$ cat src/rtl/ctlep_pkg.sv
package ctlep_pkg;
  localparam int MODE_W = 4;
  localparam int FLAG_W = 4;
  localparam int REG_W  = FLAG_W + MODE_W;

  // flag order matches register bit order (setup is the top bit)
  typedef struct packed {
    logic setup;
    logic in_rx;
    logic out_rx;
    logic acked;
  } flags_t;

  typedef struct packed {
    logic              setup_dstart;
    logic              in_done;
    logic              out_done;
    logic              ack_start;
    logic              mode_vld;
    logic [MODE_W-1:0] mode;
  } eng_ev_t;
endpackage

$ cat src/rtl/ctlep_rst_sync.sv
module ctlep_rst_sync #(
  parameter int STAGES = 2
) (
  input  logic clk,
  input  logic rst_n,
  output logic rst_n_sync
);
  logic [STAGES-1:0] sync_q;
  logic [STAGES-1:0] sync_nx;

  always_comb begin
    sync_nx = {sync_q[STAGES-2:0], 1'b1};
  end

  always_ff @(posedge clk or negedge rst_n) begin
    if (!rst_n) sync_q <= '0;
    else        sync_q <= sync_nx;
  end

  assign rst_n_sync = sync_q[STAGES-1];
endmodule

$ cat src/rtl/ctlep_lock.sv
module ctlep_lock (
  input  logic clk,
  input  logic rst_n,
  input  logic eng_upd,
  input  logic cpu_rd,
  output logic locked
);
  logic lock_q;
  logic lock_nx;
  logic lock_en;

  always_comb begin
    lock_en = eng_upd | cpu_rd;
    lock_nx = eng_upd;   // engine update wins over a read
  end

  always_ff @(posedge clk or negedge rst_n) begin
    if (!rst_n)       lock_q <= 1'b0;
    else if (lock_en) lock_q <= lock_nx;
  end

  assign locked = lock_q;
endmodule

$ cat src/rtl/ctlep_setup_hold.sv
module ctlep_setup_hold (
  input  logic clk,
  input  logic rst_n,
  input  logic setup_dstart,
  input  logic ack_start,
  output logic hold
);
  logic hold_q;
  logic hold_nx;
  logic hold_en;

  always_comb begin
    hold_en = setup_dstart | ack_start;
    hold_nx = setup_dstart;
  end

  always_ff @(posedge clk or negedge rst_n) begin
    if (!rst_n)       hold_q <= 1'b0;
    else if (hold_en) hold_q <= hold_nx;
  end

  assign hold = hold_q;
endmodule

$ cat src/rtl/ctlep_stat_reg.sv
module ctlep_stat_reg
  import ctlep_pkg::*;
(
  input  logic              clk,
  input  logic              rst_n,
  input  eng_ev_t           ev,
  input  logic              eng_upd,
  input  logic              wr_ok,
  input  logic [MODE_W-1:0] wr_mode,
  input  logic              hold,
  output flags_t            flags,
  output logic [MODE_W-1:0] mode
);
  flags_t            flags_q, flags_nx;
  logic [MODE_W-1:0] mode_q, mode_nx;
  logic              reg_en;

  always_comb begin
    flags_nx = flags_q;
    mode_nx  = mode_q;
    reg_en   = 1'b0;
    if (eng_upd) begin
      reg_en          = 1'b1;
      flags_nx.setup  = flags_q.setup  | ev.setup_dstart;
      flags_nx.in_rx  = flags_q.in_rx  | ev.in_done;
      flags_nx.out_rx = flags_q.out_rx | ev.out_done;
      flags_nx.acked  = flags_q.acked  | ev.ack_start;
      if (ev.mode_vld) mode_nx = ev.mode;
    end else if (wr_ok) begin
      reg_en         = 1'b1;
      flags_nx       = '0;
      flags_nx.setup = hold;          // SETUP window keeps the flag up
      mode_nx        = wr_mode;
    end
  end

  always_ff @(posedge clk or negedge rst_n) begin
    if (!rst_n) begin
      flags_q <= '0;
      mode_q  <= '0;
    end else if (reg_en) begin
      flags_q <= flags_nx;
      mode_q  <= mode_nx;
    end
  end

  assign flags = flags_q;
  assign mode  = mode_q;
endmodule

$ cat src/rtl/ctlep_fifo_gate.sv
module ctlep_fifo_gate #(
  parameter int unsigned             ADDR_W     = 8,
  parameter logic [ADDR_W-1:0]       FIFO_BASE  = 8'hF8,
  parameter int unsigned             FIFO_DEPTH = 8
) (
  input  logic              fifo_wr,
  input  logic [ADDR_W-1:0] fifo_addr,
  input  logic              block,
  output logic              fifo_wr_en
);
  localparam logic [ADDR_W-1:0] FIFO_LAST = FIFO_BASE + ADDR_W'(FIFO_DEPTH - 1);

  logic in_win;

  always_comb begin
    in_win     = (fifo_addr >= FIFO_BASE) && (fifo_addr <= FIFO_LAST);
    fifo_wr_en = fifo_wr & in_win & ~block;
  end
endmodule

$ cat src/rtl/ctlep_status.sv
module ctlep_status
  import ctlep_pkg::*;
#(
  parameter int unsigned       ADDR_W     = 8,
  parameter logic [ADDR_W-1:0] FIFO_BASE  = 8'hF8,
  parameter int unsigned       FIFO_DEPTH = 8
) (
  input  logic              clk,
  input  logic              rst_n,
  input  logic              cpu_rd,
  input  logic              cpu_wr,
  input  logic [REG_W-1:0]  cpu_wdata,
  output logic [REG_W-1:0]  cpu_rdata,
  output logic              locked,
  input  logic              fifo_wr,
  input  logic [ADDR_W-1:0] fifo_addr,
  output logic              fifo_wr_en,
  output logic              fifo_wr_block,
  input  logic              eng_setup_dstart,
  input  logic              eng_in_done,
  input  logic              eng_out_done,
  input  logic              eng_ack_start,
  input  logic              eng_mode_vld,
  input  logic [MODE_W-1:0] eng_mode
);
  logic              rst_n_sync;
  eng_ev_t           ev;
  logic              eng_upd;
  logic              wr_ok;
  logic              hold;
  flags_t            flags;
  logic [MODE_W-1:0] mode;
  logic              wdata_unused;

  always_comb begin
    ev.setup_dstart = eng_setup_dstart;
    ev.in_done      = eng_in_done;
    ev.out_done     = eng_out_done;
    ev.ack_start    = eng_ack_start;
    ev.mode_vld     = eng_mode_vld;
    ev.mode         = eng_mode;
    eng_upd = eng_setup_dstart | eng_in_done | eng_out_done
            | eng_ack_start | eng_mode_vld;
    wr_ok   = cpu_wr & ~locked & ~eng_upd;
  end

  assign wdata_unused = ^cpu_wdata[REG_W-1:MODE_W];

  ctlep_rst_sync #(.STAGES(2)) u_rst (
    .clk        (clk),
    .rst_n      (rst_n),
    .rst_n_sync (rst_n_sync)
  );

  ctlep_lock u_lock (
    .clk     (clk),
    .rst_n   (rst_n_sync),
    .eng_upd (eng_upd),
    .cpu_rd  (cpu_rd),
    .locked  (locked)
  );

  ctlep_setup_hold u_hold (
    .clk          (clk),
    .rst_n        (rst_n_sync),
    .setup_dstart (eng_setup_dstart),
    .ack_start    (eng_ack_start),
    .hold         (hold)
  );

  ctlep_stat_reg u_reg (
    .clk     (clk),
    .rst_n   (rst_n_sync),
    .ev      (ev),
    .eng_upd (eng_upd),
    .wr_ok   (wr_ok),
    .wr_mode (cpu_wdata[MODE_W-1:0]),
    .hold    (hold),
    .flags   (flags),
    .mode    (mode)
  );

  assign cpu_rdata     = {flags, mode};
  assign fifo_wr_block = flags.setup;

  ctlep_fifo_gate #(
    .ADDR_W     (ADDR_W),
    .FIFO_BASE  (FIFO_BASE),
    .FIFO_DEPTH (FIFO_DEPTH)
  ) u_gate (
    .fifo_wr    (fifo_wr),
    .fifo_addr  (fifo_addr),
    .block      (fifo_wr_block),
    .fifo_wr_en (fifo_wr_en)
  );
endmodule

$ cat config.mk
export PLATFORM = sky130hd
export DESIGN_NAME = ctlep_status
export DESIGN_NICKNAME = d
export VERILOG_FILES = /design/src/rtl/ctlep_pkg.sv /design/src/rtl/ctlep_rst_sync.sv /design/src/rtl/ctlep_lock.sv /design/src/rtl/ctlep_setup_hold.sv /design/src/rtl/ctlep_stat_reg.sv /design/src/rtl/ctlep_fifo_gate.sv /design/src/rtl/ctlep_status.sv
export SDC_FILE = /design/constraint.sdc
export NUM_CORES = 1
export LEC_CHECK = 0
export BUFFER_PORTS_ARGS = -buffer_cell sky130_fd_sc_hd__buf_2
export CORE_MARGIN = 2
export CORE_UTILIZATION = 39
export CTS_BUF_LIST = sky130_fd_sc_hd__clkbuf_8 sky130_fd_sc_hd__clkbuf_16
export DETAILED_ROUTE_END_ITERATION = 8
export MAX_ROUTING_LAYER = met4
export PLACE_DENSITY = 0.76
export SLEW_MARGIN = 40
export SYNTH_ARGS = -nofsm -noshare
export SYNTH_HDL_FRONTEND = slang
export SYNTH_HIERARCHICAL = 1
export SYNTH_SLANG_ARGS = --single-unit
export TNS_END_PERCENT = 10
$ cat constraint.sdc
create_clock -name clk -period 0.92 [get_ports clk]
set_input_delay 0.092 -clock clk [delete_from_list [all_inputs] [get_ports clk]]
set_output_delay 0.092 -clock clk [all_outputs]
set_load 0.1 [all_outputs]
After elaboration in Yosys (flattened, before gate mapping) --
Index checks and enable logic that the tools add are counted.
Operators by class: $add $sub $neg 0, multipliers 0, divide/modulo/power cells 0, $lt $le $gt $ge 2, equal/unequal tests 1, shift operators 0, muxes and demuxes 7, bitwise operators 17, reductions and logical operators 4
Operator list (number):
- $mux 4 | 5
- $or 1x1->1 | 10
- $ge 8x8->1 const B | 1
- $le 8x8->1 const B | 1
- $and 1x1->1 | 4
- $not 1->1 | 3
- $reduce_and 3->1 | 1
- $mux 1 | 2
- $ne 2x2->1 const B | 1
- $reduce_and 2->1 | 1
- $reduce_bool 2->1 | 1
- $logic_and 1x1->1 | 1
Word-level totals: register bits after elaboration 12, latch bits 0, memory bits (writable) 0, bits in read-only memories 0, bits of input ports 30, output and inout bits 11, logic and storage cells 39, memories 0

Logic depth before layout (Yosys ltp) --
Gate-level depths: netlist of the first run.
depth in word-level cells 9, gate-level depth with buffers 5, depth with buffers taken out 4

Cells and area by module --
The synthesis of the first run kept the hierarchy.
Modules (own cells, without submodules):
- ctlep_stat_reg | times used 1, cells each 35, area each 410.4 µm², sequential area each 200.2 µm²
- ctlep_rst_sync | times used 1, cells each 3, area each 53.8 µm², sequential area each 50.0 µm²
- ctlep_lock | times used 1, cells each 3, area each 36.3 µm², sequential area each 25.0 µm²
- ctlep_setup_hold | times used 1, cells each 3, area each 36.3 µm², sequential area each 25.0 µm²
- ctlep_status | times used 1, cells each 5, area each 32.5 µm², sequential area each 0.0 µm²
- ctlep_fifo_gate | times used 1, cells each 3, area each 17.5 µm², sequential area each 0.0 µm²

Least setup slack after synthesis of the first run --
Ideal clock, no wire load.
path kind flip-flop to output port, start register u_reg.flags_q (netlist bit u_reg/flags[3]), end output fifo_wr_en, data arrival time 2.348 ns, data required time 0.828 ns, slack -1.520 ns, stages on the path, launching flop included 3, path buffers 0, cell sequence dfrtp_1 > nand4b_1 > nor2_1
Between the ends: word-level cells in the longest chain between the ends 2
RTL lines:
- start: declaration | line ctlep_stat_reg.sv:14 | flags_t flags_q, flags_nx;
- start signal: assignment | line ctlep_stat_reg.sv:42 | flags_q <= flags_nx;
- $not 1->1 | line ctlep_fifo_gate.sv:17 | fifo_wr_en = fifo_wr & in_win & ~block;
- $and 1x1->1 | line ctlep_fifo_gate.sv:17
- end: declaration | line ctlep_status.sv:17 | output logic fifo_wr_en,
No other way between the ends.

Worst setup path in the final report of the first run --
Ends and elaborated chain as after synthesis.

==> run_results.csv, run 1 <==
group,metric,value,unit
min_path,whs_path_depth,3,
cts,cts_setup_buffers,0,
detailed_routing,antenna_left,0,
synth,synth_cell_types,17,
worst_setup_path,r2r_end,"u_reg/mode[1]$_DFFE_PN0P_",
cts,root_buffer,"clkbuf_8",
cts,cts.sinks,12,
floorplanning,die_w,42.79,µm
global_routing,grt_max_degree,11,
global_routing,grt_pass1_wl,2787,µm
synth,synth_mux_area_share,22.17,%
worst_setup_path,r2r_slack,-310,ps
cts,insertion_delay,240,ps
run_status,status,"finished with violations",
sta,finalSetupViolCount,20,
synth,synth_compound_area_share,8.529,%
global_routing,grt_usage,22.31,%
sta,min_period_over_period,146.4,%
detailed_routing,drcViolationCount,0,
min_path,holdPathEnd,"u_reg/flags[2]$_DFFE_PN0P_",
sta,finalWorstSetupSlack,-426.5,ps
place,hpwl,1216,µm
synth,synth_adder_area_share,0,%
synth,synth_area,586.8,µm²
synth,syn_inst,52,
global_routing,grt_overflow,0,
synth,synth-seq-area-share,51.17,%
pwr,ir_drop,1202,µV
detailed_routing,drt-total-wl,1727,µm
sta,fmax,742.7,MHz
sta,rsz0062_at_grt,"true",
detailed_routing,dr.pass1.iters,4,
final_layout,layout-area-overhead-vs-synth,88.70,%
synth,synth_top_family_by_area,"multiplexers",
worst_setup_path,path_delay_family,"flip-flops",
pwr,leakage,0.5541,nW
floorplanning,die_y,42.79,µm
synth,ys.warnings.count,6,
floorplanning,design.core.area,1350,µm²
worst_setup_path,crit_path_start_kind,"register",
floorplanning,die_area,1831,µm²
place,io_buffers,33,
worst_setup_path,worstSetupPathType,"register to output port",
cts,clkSlewWorstSetupHoldPaths,50,ps
job,maxCapViolCount,0,
cts,cts_buffers,3,
global_routing,grt_pass1_vias,580,
sta,final_max_slew_viol_count,0,
detailed_routing,via_per_inst,5.091,
floorplanning,initial_core_util,43.47,%
floorplanning,rows,13,
final_layout,antenna_cells,0,
sta,fin_crit,1347,ps
cts,clockBufferDepth,2,
worst_setup_path,arrival,1250,ps
floorplanning,io_pins,41,
cts,htree_num_levels,1,
worst_setup_path,cp-end-kind,"output port",
place,dpl_worst_slack,-585.0,ps
worst_setup_path,cpMaxStageDelayCell,"dfrtp_4",
synth,ys_seq_elements,12,
worst_setup_path,path_max_fanout,2,
run_status,violations,"negative setup slack",
pwr,power.density,1410,nW/µm²
final_layout,drive_gt1_share,57.89,%
detailed_routing,vias,560,
cts,cts_tree,"yes",
final_layout,fin_util,82.02,%
sta,skew,0.3454,ps
synth,syn_nets,82,
sta,hold_violations,0,
synth,syn_area_per_cell,11.28,µm²
worst_setup_path,cp.required,830,ps
min_path,worstHoldStart,"eng_in_done",
detailed_routing,drt-initial-drc-count,14,
global_routing,antenna_found_initial,0,
worst_setup_path,reg2reg_from,"u_lock/locked$_DFFE_PN0P_",
worst_setup_path,crit_chain,"nand4b_1, nor2_4, buf_12",
place,place.gp.congestion,0.8317,
detailed_routing,routedWlPerCell,15.70,µm
worst_setup_path,rr_worst_depth,4,
synth,yosys.area_share.simple,8.529,%
final_layout,num-nets-final,126,
worst_setup_path,cp_num_buf_inv,1,
worst_setup_path,critical_path.max_stage_delay,460,ps
synth,yosys.area_share.xor_xnor,0,%
min_path,hp-class,"primary input to register",
-- layout by cell type, fill, tap and decap left out --
cell	netlist	final
a21o_1	2	2
a21oi_1	3	2
a21oi_2	0	1
buf_12	0	11
buf_2	0	20
buf_4	3	6
buf_6	1	5
clkbuf_8	0	4
conb_1	1	1
dfrtp_1	12	9
dfrtp_2	0	1
dfrtp_4	0	2
dlygate4sd3_1	0	1
inv_1	5	5
mux2i_1	13	13
nand2b_1	1	1
nand3_1	1	1
nand4b_1	1	1
nor2_4	0	1
nor3b_1	1	1
nor4_4	0	1
o21ai_1	3	3
o21ai_2	0	1
or3_4	0	2
-- cells by family after synthesis --
kind of cell	Yosys count
AND/OR/NAND/NOR	8
other	1
AO/OA/AOI/OAI	9
flip-flops	12
buffers and inverters	9
multiplexers	13
-- registers in the layout (all words and copies together) (netlist names) --
| name | count |
|---|---|
| u_reg/flags | 4 |
| u_reg/mode | 4 |
| u_rst/sync_q | 2 |
| u_hold/hold | 1 |
| u_lock/locked | 1 |
-- area by class of cell --
class                   instances  area [µm²]
multi-input cells              31       274.0
inverters                       5       18.77
clock buffers                   4       55.05
repair buffers                 43       431.7
well taps                      15       18.77
fillers                        81       242.7
flip-flops and latches         12       309.0
-- how the worst max path moves through the flow --
stage | start | to | slack (ps) | depth (start not counted)
2_1_floorplan | u_reg/flags[3]$_DFFE_PN0P_ | fifo_wr_en | -550 | 2
3_3_place_gp | eng_in_done | u_reg/mode[1]$_DFFE_PN0P_ | -530 | 6
3_5_place_dp | eng_in_done | u_reg/flags[3]$_DFFE_PN0P_ | -580 | 6
4_1_cts | u_reg/flags[3]$_DFFE_PN0P_ | fifo_wr_en | -440 | 3
5_1_grt | u_reg/flags[3]$_DFFE_PN0P_ | fifo_wr_en | -480 | 3
6_report | u_reg/flags[3]$_DFFE_PN0P_ | fifo_wr_en | -430 | 3
-- report_power, final --
group | total (mW) | internal, mW | leakage [nW] | switching [mW]
Clock | 0.570 | 0.378 | 0.0288 | 0.192
Sequential | 0.597 | 0.557 | 0.125 | 0.0396
Combinational | 0.395 | 0.167 | 0.401 | 0.228
-- per-stage QoR --
stage / hold WS [ps] / TNS [ps] / area (µm²) / power [mW] / cells
4_1_cts: 93.37 / -3502 / 1106 / 1.572 / 110
6_report: 107.2 / -3440 / 1107 / 1.561 / 110
3_3_place_gp: -122.8 / -4543 / 999.7 / 0.9737 / 105
2_1_floorplan: -203.6 / -5170 / 616.8 / 0.8033 / 52
5_1_grt: 117.2 / -4259 / 1107 / 1.622 / 110
3_5_place_dp: -114.8 / -5113 / 999.7 / 0.9846 / 105
-- Yosys cell counts --
library cell  number  area share, %
nand3_1            1           0.85
mux2i_1           13             22
a21o_1             2            2.6
nor3b_1            1            1.3
o21ai_0            1           0.85
buf_4              3            3.8
inv_1              5            3.2
or3_1              2            2.1
buf_6              1            1.9
nor4_1             1            1.1
nor2_1             1           0.64
o21ai_1            3            2.6
a21oi_1            3            2.6
nand2b_1           1            1.1
dfrtp_1           12             51
nand4b_1           1            1.5
conb_1             1           0.64
-- per-layer routing --
| metal | share of wire (%) | vias up | wire length (µm) | track usage, % |
|---|---|---|---|---|
| li1 | - | 261 | - | - |
| met1 | 37 | 265 | 632 | 23.86 |
| met2 | 55 | 32 | 954 | 37.58 |
| met3 | 7.2 | 2 | 124 | 3.830 |
| met4 | 0.87 | 0 | 15 | 14.37 |
| met5 | 0 | - | 0 | - |
-- worst reg2reg max path, cell delays in order (launching register included) --
cell and delay [ps]:
dfrtp_4 480, nor4_4 160, buf_6 180, mux2i_1 210
mux2i_1 90
-- repair_timing --
| action | in CTS | in global routing |
|---|---|---|
| gates resized for setup | 10 | 1 |
| endpoints found under the setup margin | 19 | 20 |
| endpoints found under the hold margin | 2 | 0 |
| pin swaps | 2 | 1 |
| hold buffers | 1 | 0 |
| gates cloned | 0 | 0 |
No activity file was read; power rests on OpenSTA's default activity.
==> run 2: changes to the inputs <==
Settings changed: CORE_UTILIZATION 39 to 35, PLACE_DENSITY 0.76 to 0.69, SKIP_CTS_REPAIR_TIMING set to 1.
==> run_results.csv, run 2 (same netlist as run 1, synthesis figures left out) <==
group,metric,value,unit
run_status,status,"finished with violations",
run_status,violations,"negative setup slack",
worst_setup_path,cp.required,830,ps
worst_setup_path,cp-end-kind,"output port",
final_layout,fin_util,68.91,%
detailed_routing,via_per_inst,4.891,
floorplanning,die_area,2020,µm²
cts,cts_buffers,3,
detailed_routing,antenna_left,0,
final_layout,fin_area,1062,µm²
pwr,power.density,1358,nW/µm²
floorplanning,io_pins,41,
cts,clkSlewWorstSetupHoldPaths,50,ps
detailed_routing,drcViolationCount,0,
worst_setup_path,r2r_end,"u_reg/mode[1]$_DFFE_PN0P_",
global_routing,grt_max_degree,11,
detailed_routing,dr.pass1.iters,3,
place,place.gp.congestion,0.6807,
detailed_routing,drt-initial-drc-count,6,
floorplanning,die_w,44.95,µm
global_routing,grt_pass1_wl,2201,µm
sta,finalWorstSetupSlack,-396.7,ps
worst_setup_path,r2r_slack,-330,ps
worst_setup_path,path_max_fanout,2,
sta,fmax,759.5,MHz
min_path,whs_path_depth,3,
cts,insertion_delay,240,ps
detailed_routing,top_layer,"met3",
place,dpl_worst_slack,-593.6,ps
detailed_routing,vias,538,
worst_setup_path,rr_worst_depth,4,
pwr,ir_drop,1157,µV
floorplanning,design.core.area,1541,µm²
cts,cts.sinks,12,
place,io_buffers,33,
worst_setup_path,reg2reg_from,"u_lock/locked$_DFFE_PN0P_",
global_routing,grt_usage,15.74,%
global_routing,antenna_found_initial,0,
cts,htree_num_levels,1,
global_routing,grt_pass1_vias,547,
detailed_routing,met2_length,676,µm
sta,skew,2.176,ps
sta,finalSetupViolCount,19,
final_layout,fillerInstances,116,
worst_setup_path,worstSetupPathType,"register to output port",
cts,clockBufferDepth,2,
detailed_routing,drt-met1-wl,566,µm
worst_setup_path,arrival,1220,ps
cts,cts_tree,"yes",
sta,final_max_slew_viol_count,0,
final_layout,num-nets-final,126,
place,place_area,1001,µm²
min_path,worstHoldStart,"eng_in_done",
floorplanning,die_y,44.95,µm
final_layout,multiInputGateArea,266.5,µm²
final_layout,area.sequential,307.8,µm²
final_layout,antenna_cells,0,
pwr,total_power,1.442,mW
sta,fin_crit,1317,ps
job,maxCapViolCount,0,
final_layout,final_cell_mix,"22 x buf_2, 13 x mux2i_1, 11 x buf_12",
worst_setup_path,crit_path_start_kind,"register",
floorplanning,rows,14,
final_layout,final_common_cell,"buf_2",
sta,hold_violations,0,
sta,rsz0062_at_grt,"true",
min_path,hp-class,"primary input to register",
pwr,leakage,0.5372,nW
detailed_routing,routedWlPerCell,12.31,µm
final_layout,drive_gt1_share,54.26,%
detailed_routing,drt-total-wl,1354,µm
detailed_routing,routed-wl-met3,111,µm
cts,root_buffer,"clkbuf_8",
global_routing,grt_overflow,0,
place,hpwl,1073,µm
floorplanning,initial_core_util,38.07,%
final_layout,layout-area-overhead-vs-synth,81.02,%
min_path,holdPathEnd,"u_reg/flags[2]$_DFFE_PN0P_",
sta,min_period_over_period,143.1,%
-- run 2: how the worst max path moves through the flow --
stage / endpoint / from / depth (start not counted) / slack, ps
final: fifo_wr_en / u_reg/flags[3]$_DFFE_PN0P_ / 3 / -400
after global routing: fifo_wr_en / u_reg/flags[3]$_DFFE_PN0P_ / 3 / -430
after CTS: u_reg/mode[0]$_DFFE_PN0P_ / u_lock/locked$_DFFE_PN0P_ / 4 / -440
after detailed placement: u_reg/mode[3]$_DFFE_PN0P_ / eng_in_done / 5 / -590
after global placement: u_reg/mode[2]$_DFFE_PN0P_ / eng_in_done / 5 / -550
after floorplan: fifo_wr_en / u_reg/flags[3]$_DFFE_PN0P_ / 2 / -550
-- run 2: final cells by class --
type	instances	share of cell area (%)
inverter	5	1.767
timing repair buffer	43	38.40
multi-input combinational	31	25.09
sequential	12	28.98
clock buffer	3	3.887
tap	16	1.885
-- run 2: power breakdown --
group          internal, mW  switching [mW]  total [mW]
Combinational         0.160           0.222       0.382
Clock                 0.287           0.176       0.463
Sequential            0.558          0.0397       0.597
-- run 2: stage by stage --
stage	hold WS [ps]	cells	setup TNS [ps]
2_1_floorplan	-203.6	52	-5170
3_3_place_gp	-122.6	106	-4708
3_5_place_dp	-122.3	106	-5005
4_1_cts	-377.5	109	-4438
5_1_grt	117.5	110	-3929
6_report	113.5	110	-3194
-- run 2: worst max-delay path: stages (launching register included) --
cell and delay (ps):
dfrtp_4 460, nand4b_1 220, nor2_4 130, buf_12 180
-- run 2: layer usage --
layer / track usage, % / vias up
li1: - / 262
met1: 17.56 / 252
met2: 26.29 / 24
met3: 4.000 / 0
met4: 7.059 / 0
met5: - / -
